`src/rtl/ivr_pkg.sv`:
```
package ivr_pkg;
  localparam int ByteW    = 8;
  localparam int NumCh    = 2;
  localparam int AddrW    = 4;
  localparam int CntW     = 30;
  localparam int SliceW   = CntW / NumCh;
  localparam int TimCount = 16;
  localparam int TimSelW  = $clog2(TimCount);
  localparam int CableBit = 2;
  localparam int TestBit  = 6;

  localparam logic [2:0] OffIdx  = 3'd1;
  localparam logic [2:0] OffData = 3'd3;

  localparam logic [ByteW-1:0] IdxCtrl  = 8'h01;
  localparam logic [ByteW-1:0] IdxPllF  = 8'h02;
  localparam logic [ByteW-1:0] IdxPllR  = 8'h03;
  localparam logic [ByteW-1:0] IdxCable = 8'h0B;
  localparam logic [ByteW-1:0] TimBase  = 8'h0C;
  localparam logic [ByteW-1:0] TimEnd   = 8'(TimBase + TimCount);
  localparam logic [ByteW-1:0] IdxCntLo = 8'h20;
  localparam logic [ByteW-1:0] IdxCntHi = 8'h21;

  typedef struct packed {
    logic [NumCh-1:0] idxWr;
    logic [NumCh-1:0] dataWr;
    logic [NumCh-1:0] idxRd;
    logic [NumCh-1:0] dataRd;
    logic             rdAny;
  } strobe_t;
endpackage

```
`src/rtl/ivr_ctrl.sv`:
```
module ivr_ctrl
  import ivr_pkg::*;
(
  input  logic             wrEn,
  input  logic             rdEn,
  input  logic [AddrW-1:0] addr,
  output strobe_t          stb
);
  logic [2:0] offset;
  assign offset = addr[2:0];

  always_comb begin
    stb = '0;
    stb.rdAny = rdEn;
    for (int ch = 0; ch < NumCh; ch++) begin
      if (int'(addr[AddrW-1]) == ch) begin
        stb.idxWr[ch]  = wrEn && (offset == OffIdx);
        stb.dataWr[ch] = wrEn && (offset == OffData);
        stb.idxRd[ch]  = rdEn && (offset == OffIdx);
        stb.dataRd[ch] = rdEn && (offset == OffData);
      end
    end
  end
endmodule

```
`src/rtl/ivr_datapath.sv`:
```
module ivr_datapath
  import ivr_pkg::*;
#(
  parameter logic [CntW-1:0] CNT_INIT = '1
) (
  input  logic             clk,
  input  logic             rst,
  input  strobe_t          stb,
  input  logic [ByteW-1:0] wrData,
  input  logic [NumCh-1:0] cable40,
  output logic [ByteW-1:0] rdData,
  output logic             rdValid,
  output logic [ByteW-1:0] pllF,
  output logic [ByteW-1:0] pllR,
  output logic [CntW-1:0]  cntValue,
  output logic             testMode
);
  logic [NumCh-1:0][ByteW-1:0] idxBus;
  logic [NumCh-1:0][ByteW-1:0] rdBus;
  logic [ByteW-1:0] pllFReg, pllRReg;
  logic [CntW-1:0]  cnt;
  logic [ByteW-1:0] nextRd;

  for (genvar ch = 0; ch < NumCh; ch++) begin : gCh
    localparam bit IsPll = (ch == NumCh - 1);
    logic [ByteW-1:0]   idxReg, ctrlReg, rdVal;
    logic [ByteW-1:0]   timReg [TimCount];
    logic               timHit;
    logic [TimSelW-1:0] timSel;
    logic [SliceW-1:0]  slice;

    assign timHit = (idxReg >= TimBase) && (idxReg < TimEnd);
    assign timSel = TimSelW'(idxReg - TimBase);
    assign slice  = cnt[ch*SliceW +: SliceW];

    always_ff @(posedge clk) begin
      if (rst) begin
        idxReg  <= '0;
        ctrlReg <= '0;
        for (int i = 0; i < TimCount; i++) timReg[i] <= '0;
      end else begin
        if (stb.idxWr[ch]) idxReg <= wrData;
        if (stb.dataWr[ch]) begin
          if (idxReg == IdxCtrl) ctrlReg <= wrData;
          if (timHit) timReg[timSel] <= wrData;
        end
      end
    end

    always_comb begin
      rdVal = '0;
      case (idxReg)
        IdxCtrl:  rdVal = ctrlReg;
        IdxCable: rdVal[CableBit] = cable40[ch];
        IdxCntLo: rdVal = slice[ByteW-1:0];
        IdxCntHi: rdVal = ByteW'(slice >> ByteW);
        IdxPllF:  rdVal = IsPll ? pllFReg : '0;
        IdxPllR:  rdVal = IsPll ? pllRReg : '0;
        default:  rdVal = timHit ? timReg[timSel] : '0;
      endcase
    end

    assign idxBus[ch] = idxReg;
    assign rdBus[ch]  = rdVal;

    if (ch == 0) begin : gTest
      assign testMode = ctrlReg[TestBit];
    end
  end

  always_ff @(posedge clk) begin
    if (rst) begin
      pllFReg <= '0;
      pllRReg <= '0;
    end else if (stb.dataWr[NumCh-1]) begin
      if (idxBus[NumCh-1] == IdxPllF) pllFReg <= wrData;
      if (idxBus[NumCh-1] == IdxPllR) pllRReg <= wrData;
    end
  end

  always_ff @(posedge clk) begin
    if (rst) cnt <= CNT_INIT;
    else if (testMode) cnt <= cnt - 1'b1;
  end

  always_comb begin
    nextRd = '0;
    for (int ch = 0; ch < NumCh; ch++) begin
      if (stb.idxRd[ch])  nextRd = idxBus[ch];
      if (stb.dataRd[ch]) nextRd = rdBus[ch];
    end
  end

  always_ff @(posedge clk) begin
    if (rst) begin
      rdData  <= '0;
      rdValid <= 1'b0;
    end else begin
      rdData  <= nextRd;
      rdValid <= stb.rdAny;
    end
  end

  assign pllF     = pllFReg;
  assign pllR     = pllRReg;
  assign cntValue = cnt;
endmodule

```
`src/rtl/ivr_window.sv`:
```
module ivr_window
  import ivr_pkg::*;
#(
  parameter logic [CntW-1:0] CNT_INIT = '1
) (
  input  logic             clk,
  input  logic             rst,
  input  logic             wrEn,
  input  logic             rdEn,
  input  logic [AddrW-1:0] addr,
  input  logic [ByteW-1:0] wrData,
  input  logic [NumCh-1:0] cable40,
  output logic [ByteW-1:0] rdData,
  output logic             rdValid,
  output logic [ByteW-1:0] pllF,
  output logic [ByteW-1:0] pllR
);
  strobe_t         stb;
  logic [CntW-1:0] cntValue;
  logic            testMode;

  ivr_ctrl uCtrl (
    .wrEn(wrEn), .rdEn(rdEn), .addr(addr), .stb(stb)
  );

  ivr_datapath #(.CNT_INIT(CNT_INIT)) uDp (
    .clk(clk), .rst(rst), .stb(stb), .wrData(wrData), .cable40(cable40),
    .rdData(rdData), .rdValid(rdValid), .pllF(pllF), .pllR(pllR),
    .cntValue(cntValue), .testMode(testMode)
  );
endmodule

```
`config.mk`:
```
export PLATFORM = sky130hd
export DESIGN_NAME = ivr_window
export DESIGN_NICKNAME = d
export VERILOG_FILES = /design/src/rtl/ivr_pkg.sv /design/src/rtl/ivr_ctrl.sv /design/src/rtl/ivr_datapath.sv /design/src/rtl/ivr_window.sv
export SDC_FILE = /design/constraint.sdc
export NUM_CORES = 1
export LEC_CHECK = 0
export CORE_MARGIN = 2
export CORE_UTILIZATION = 59
export CTS_CLUSTER_DIAMETER = 200
export DETAILED_ROUTE_END_ITERATION = 8
export DONT_BUFFER_PORTS = 1
export GPL_TIMING_DRIVEN = 0
export PLACE_DENSITY = 0.74
export SKIP_LAST_GASP = 1
export SLEW_MARGIN = 30
export SYNTH_ARGS = -nofsm -noshare
export SYNTH_HDL_FRONTEND = slang
export SYNTH_SLANG_ARGS = --single-unit
```
`constraint.sdc`:
```
create_clock -name clk -period 4.77 [get_ports clk]
set_clock_uncertainty 0.1 [all_clocks]
set_input_delay 0.7155 -clock clk [delete_from_list [all_inputs] [get_ports clk]]
set_output_delay 0.7155 -clock clk [all_outputs]
set_load 0.005 [all_outputs]
```
==> results.toml <==
[die]
core_region_area_um2 = 27700
start_util_pct = 59.7
die_area_um2 = 29400
die_x_um = 171
io_pins = 43
rows = 61
die_h_um = 171

[power_and_ir_drop]
swShare_pct = 21.7
p_sw_uw = 1400
intPower_uw = 5050
p_comb_share_pct = 4.3
peakVddDrop_mv = 0.316
seqPwrFrac_pct = 51.2
power.density_nw_per_um2 = 354
clkPwrFrac_pct = 44.5
p_leak_uw = 0.00699

[global_route]
track_usage_pct = 31.9
grt_pass1_wl_mm = 68.0
first_global_vias = 10800
grt_max_degree = 14
grt_overflow_total = 0
antenna_found_initial = 1

[detailed_routing]
drcViolationCount = 0
drt_first_pass_iters = 5
drt_iter0_drc = 1221
dr_total_vias = 11000
final_antenna_net_count = 0
drt-vias-per-instance = 6.40
wl_mm = 45.6
wire_per_inst_um = 26.6

[synthesis]
synth_top_area_share_pct = 46.5
synth.largest_area_cell = "edfxtp_1"
synthTopCellsByCount = "edfxtp_1, and3_1, and2_1"
async_flop_share_pct = 0
netlist_area_um2 = 16500
ys_seq_area_share_pct = 57.0
synth_most_common_cell = "edfxtp_1"
syn_inst = 1270
synth.net_count = 1297
synth_edf_count = 256
netlist-cell-type-count = 67
synthTopCellsByArea = "edfxtp_1, dfxtp_1, mux4_2"
synth_area_per_cell_um2 = 13.0
yosys_warnings = 0
ys_seq_elements = 343
synthFlopType = "edfxtp_1"

[setup_path]
crit_family = "buffers and inverters"
critPathMaxFanout = 10
crit_required_ns = 5.04
slowest_delay_ns = 0.59
path_cells = "buf_2 -> buf_2 -> inv_1 -> ha_1 -> clkbuf_1 -> clkbuf_1 -> mux4_2 -> mux2i_1 -> nand2_1 -> o2111ai_1 -> a211oi_1"
critPathLaunchType = "register"
cp-end-kind = "register"
crit_buf_inv = 5
slowest_stage = "clkbuf_1"
crit_arrival_ns = 4.32
regToRegSetupSlack_ns = 0.73
crit_type = "register to register"

[placed_design]
dp_hpwl_mm = 32.4
dpl_cell_area_um2 = 17000
place.gp.congestion = 0.925
portBuffers = 0

[sta]
min_period_ns = 4.04
tightest_slew_ns = 0.877
finalSetupTns_ns = 0
maxSlewHeadroom_pct = 41.5
post-route-period-util_pct = 84.8
rsz0062_at_grt = "false"
max_freq_mhz = 247
setup_viol = 0
finalMaxSlewViolations = 0
finalHoldViolations = 0
hold_ws_ns = 0.229

[status]
status = "complete, no violations"

[finish]
final_net_count = 1336
syn2layout_area_growth_pct = 10.1
final_area_um2 = 18200
drive_gt1_share_pct = 14.2

[clocking]
clkLatencyLatePin_ns = 0.53
htreeDepth = 2
post-cts-setup-buffers = 0
cts_buffers = 37
cts_max_path_buffers = 3
cts.sinks = 343
cts_hold_buffers = 0
postCtsResizedCells = 0
root_buffer = "clkbuf_16"
clkSlewWorstSetupHoldPaths_ns = 0.06
cts_tree = "built"

[job]
maxCapViolCount = 0

[worst_hold_path]
worstHoldPathType = "input port to register"
## placed cells by master, fill, tap and decap left out, types with 7 or more instances in the layout
| master | netlist | layout |
|---|---|---|
| mux4_2 | 65 | 65 |
| clkbuf_16 | 0 | 39 |
| nand3b_1 | 7 | 7 |
| edfxtp_1 | 256 | 256 |
| or2_1 | 16 | 16 |
| a21oi_1 | 17 | 17 |
| buf_2 | 30 | 30 |
| nor3_1 | 10 | 10 |
| nand2_1 | 28 | 28 |
| and3_1 | 134 | 134 |
| xor2_1 | 15 | 15 |
| and2_1 | 128 | 128 |
| nor2_1 | 64 | 64 |
| nor2b_1 | 7 | 7 |
| nand4_1 | 10 | 10 |
| nand2b_1 | 30 | 30 |
| o21ai_0 | 12 | 12 |
| mux2_2 | 13 | 13 |
| a21o_1 | 17 | 17 |
| nor2_2 | 12 | 12 |
| mux2i_1 | 95 | 95 |
| ha_1 | 9 | 9 |
| clkbuf_1 | 84 | 97 |
| nor4_1 | 8 | 8 |
| xnor2_1 | 9 | 9 |
| nand3_1 | 14 | 14 |
| dfxtp_1 | 87 | 87 |
## registers in the layout, summed over array words and instances (netlist names)
| register | flops |
|---|---|
| uDp.gCh.timReg | 256 |
| uDp.cntValue | 30 |
| uDp.gCh.ctrlReg | 16 |
| uDp.gCh.idxReg | 16 |
| uDp.pllF | 8 |
| uDp.pllR | 8 |
| uDp.rdData | 8 |
| uDp.rdValid | 1 |
## power groups by stage
| stage | logic, uW | clock network [uW] | registers, uW |
|---|---|---|---|
| finish | 278 | 2870 | 3300 |
| global route | 291 | 2970 | 3300 |
| CTS | 274 | 2870 | 3300 |
| detailed placement | 273 | 0 | 3360 |
| global placement | 269 | 0 | 3360 |
| floorplan | 173 | 0 | 3350 |
## path summary, 6_finish.rpt
kind,start,end,cells after the start
min,rdEn,uDp.rdValid,1
min reg2reg,uDp.gCh[0].ctrlReg[7],uDp.gCh[0].ctrlReg[7],2
max reg2reg,uDp.gCh[0].idxReg[2],uDp.rdData[3],11
max,uDp.gCh[0].idxReg[2],uDp.rdData[3],11
## kinds of logic (layout without fill, tap and decap cells)
kind of cell | Yosys count | after routing | synth area share [%]
flip-flops | 343 | 343 | 57.0
multiplexers | 173 | 173 | 15.5
AND/OR/NAND/NOR | 504 | 504 | 18.5
other | 0 | 1 | 0
AO/OA/AOI/OAI | 93 | 93 | 3.97
XOR/XNOR | 24 | 24 | 1.27
buffers and inverters | 124 | 191 | 3.06
adder cells (fa/ha/maj) | 9 | 9 | 0.681
## through the flow
| step | worst slack, ns | std cells | utilization, % | total power, uW |
|---|---|---|---|---|
| global placement | 0.743 | 1648 | 61.4 | 3620 |
| floorplan | 1.78 | 1270 | - | 3520 |
| detailed placement | 0.723 | 1648 | 61.4 | 3630 |
| finish | 0.726 | 1716 | 65.8 | 6440 |
| CTS | 0.709 | 1715 | 65.8 | 6440 |
| global route | 0.592 | 1715 | 65.8 | 6570 |
## final cells by class
| type | instances | area, um2 |
|---|---|---|
| fillers | 2053 | 9480 |
| flip-flops and latches | 343 | 9430 |
| diodes | 1 | 2.50 |
| multi-input cells | 803 | 6610 |
| clock inverters | 10 | 108 |
| inverters | 7 | 26.3 |
| well taps | 378 | 473 |
| clock buffers | 57 | 1090 |
| plain buffers | 117 | 480 |
## metal layers
layer	wire length [um]	vias up	global-route usage, %
met5	0	-	0
met4	2140	0	14.6
met3	3770	123	6.93
met2	22200	563	52.2
met1	17500	5481	40.9
li1	-	4809	-
No activity file was read; power rests on OpenSTA's default activity.
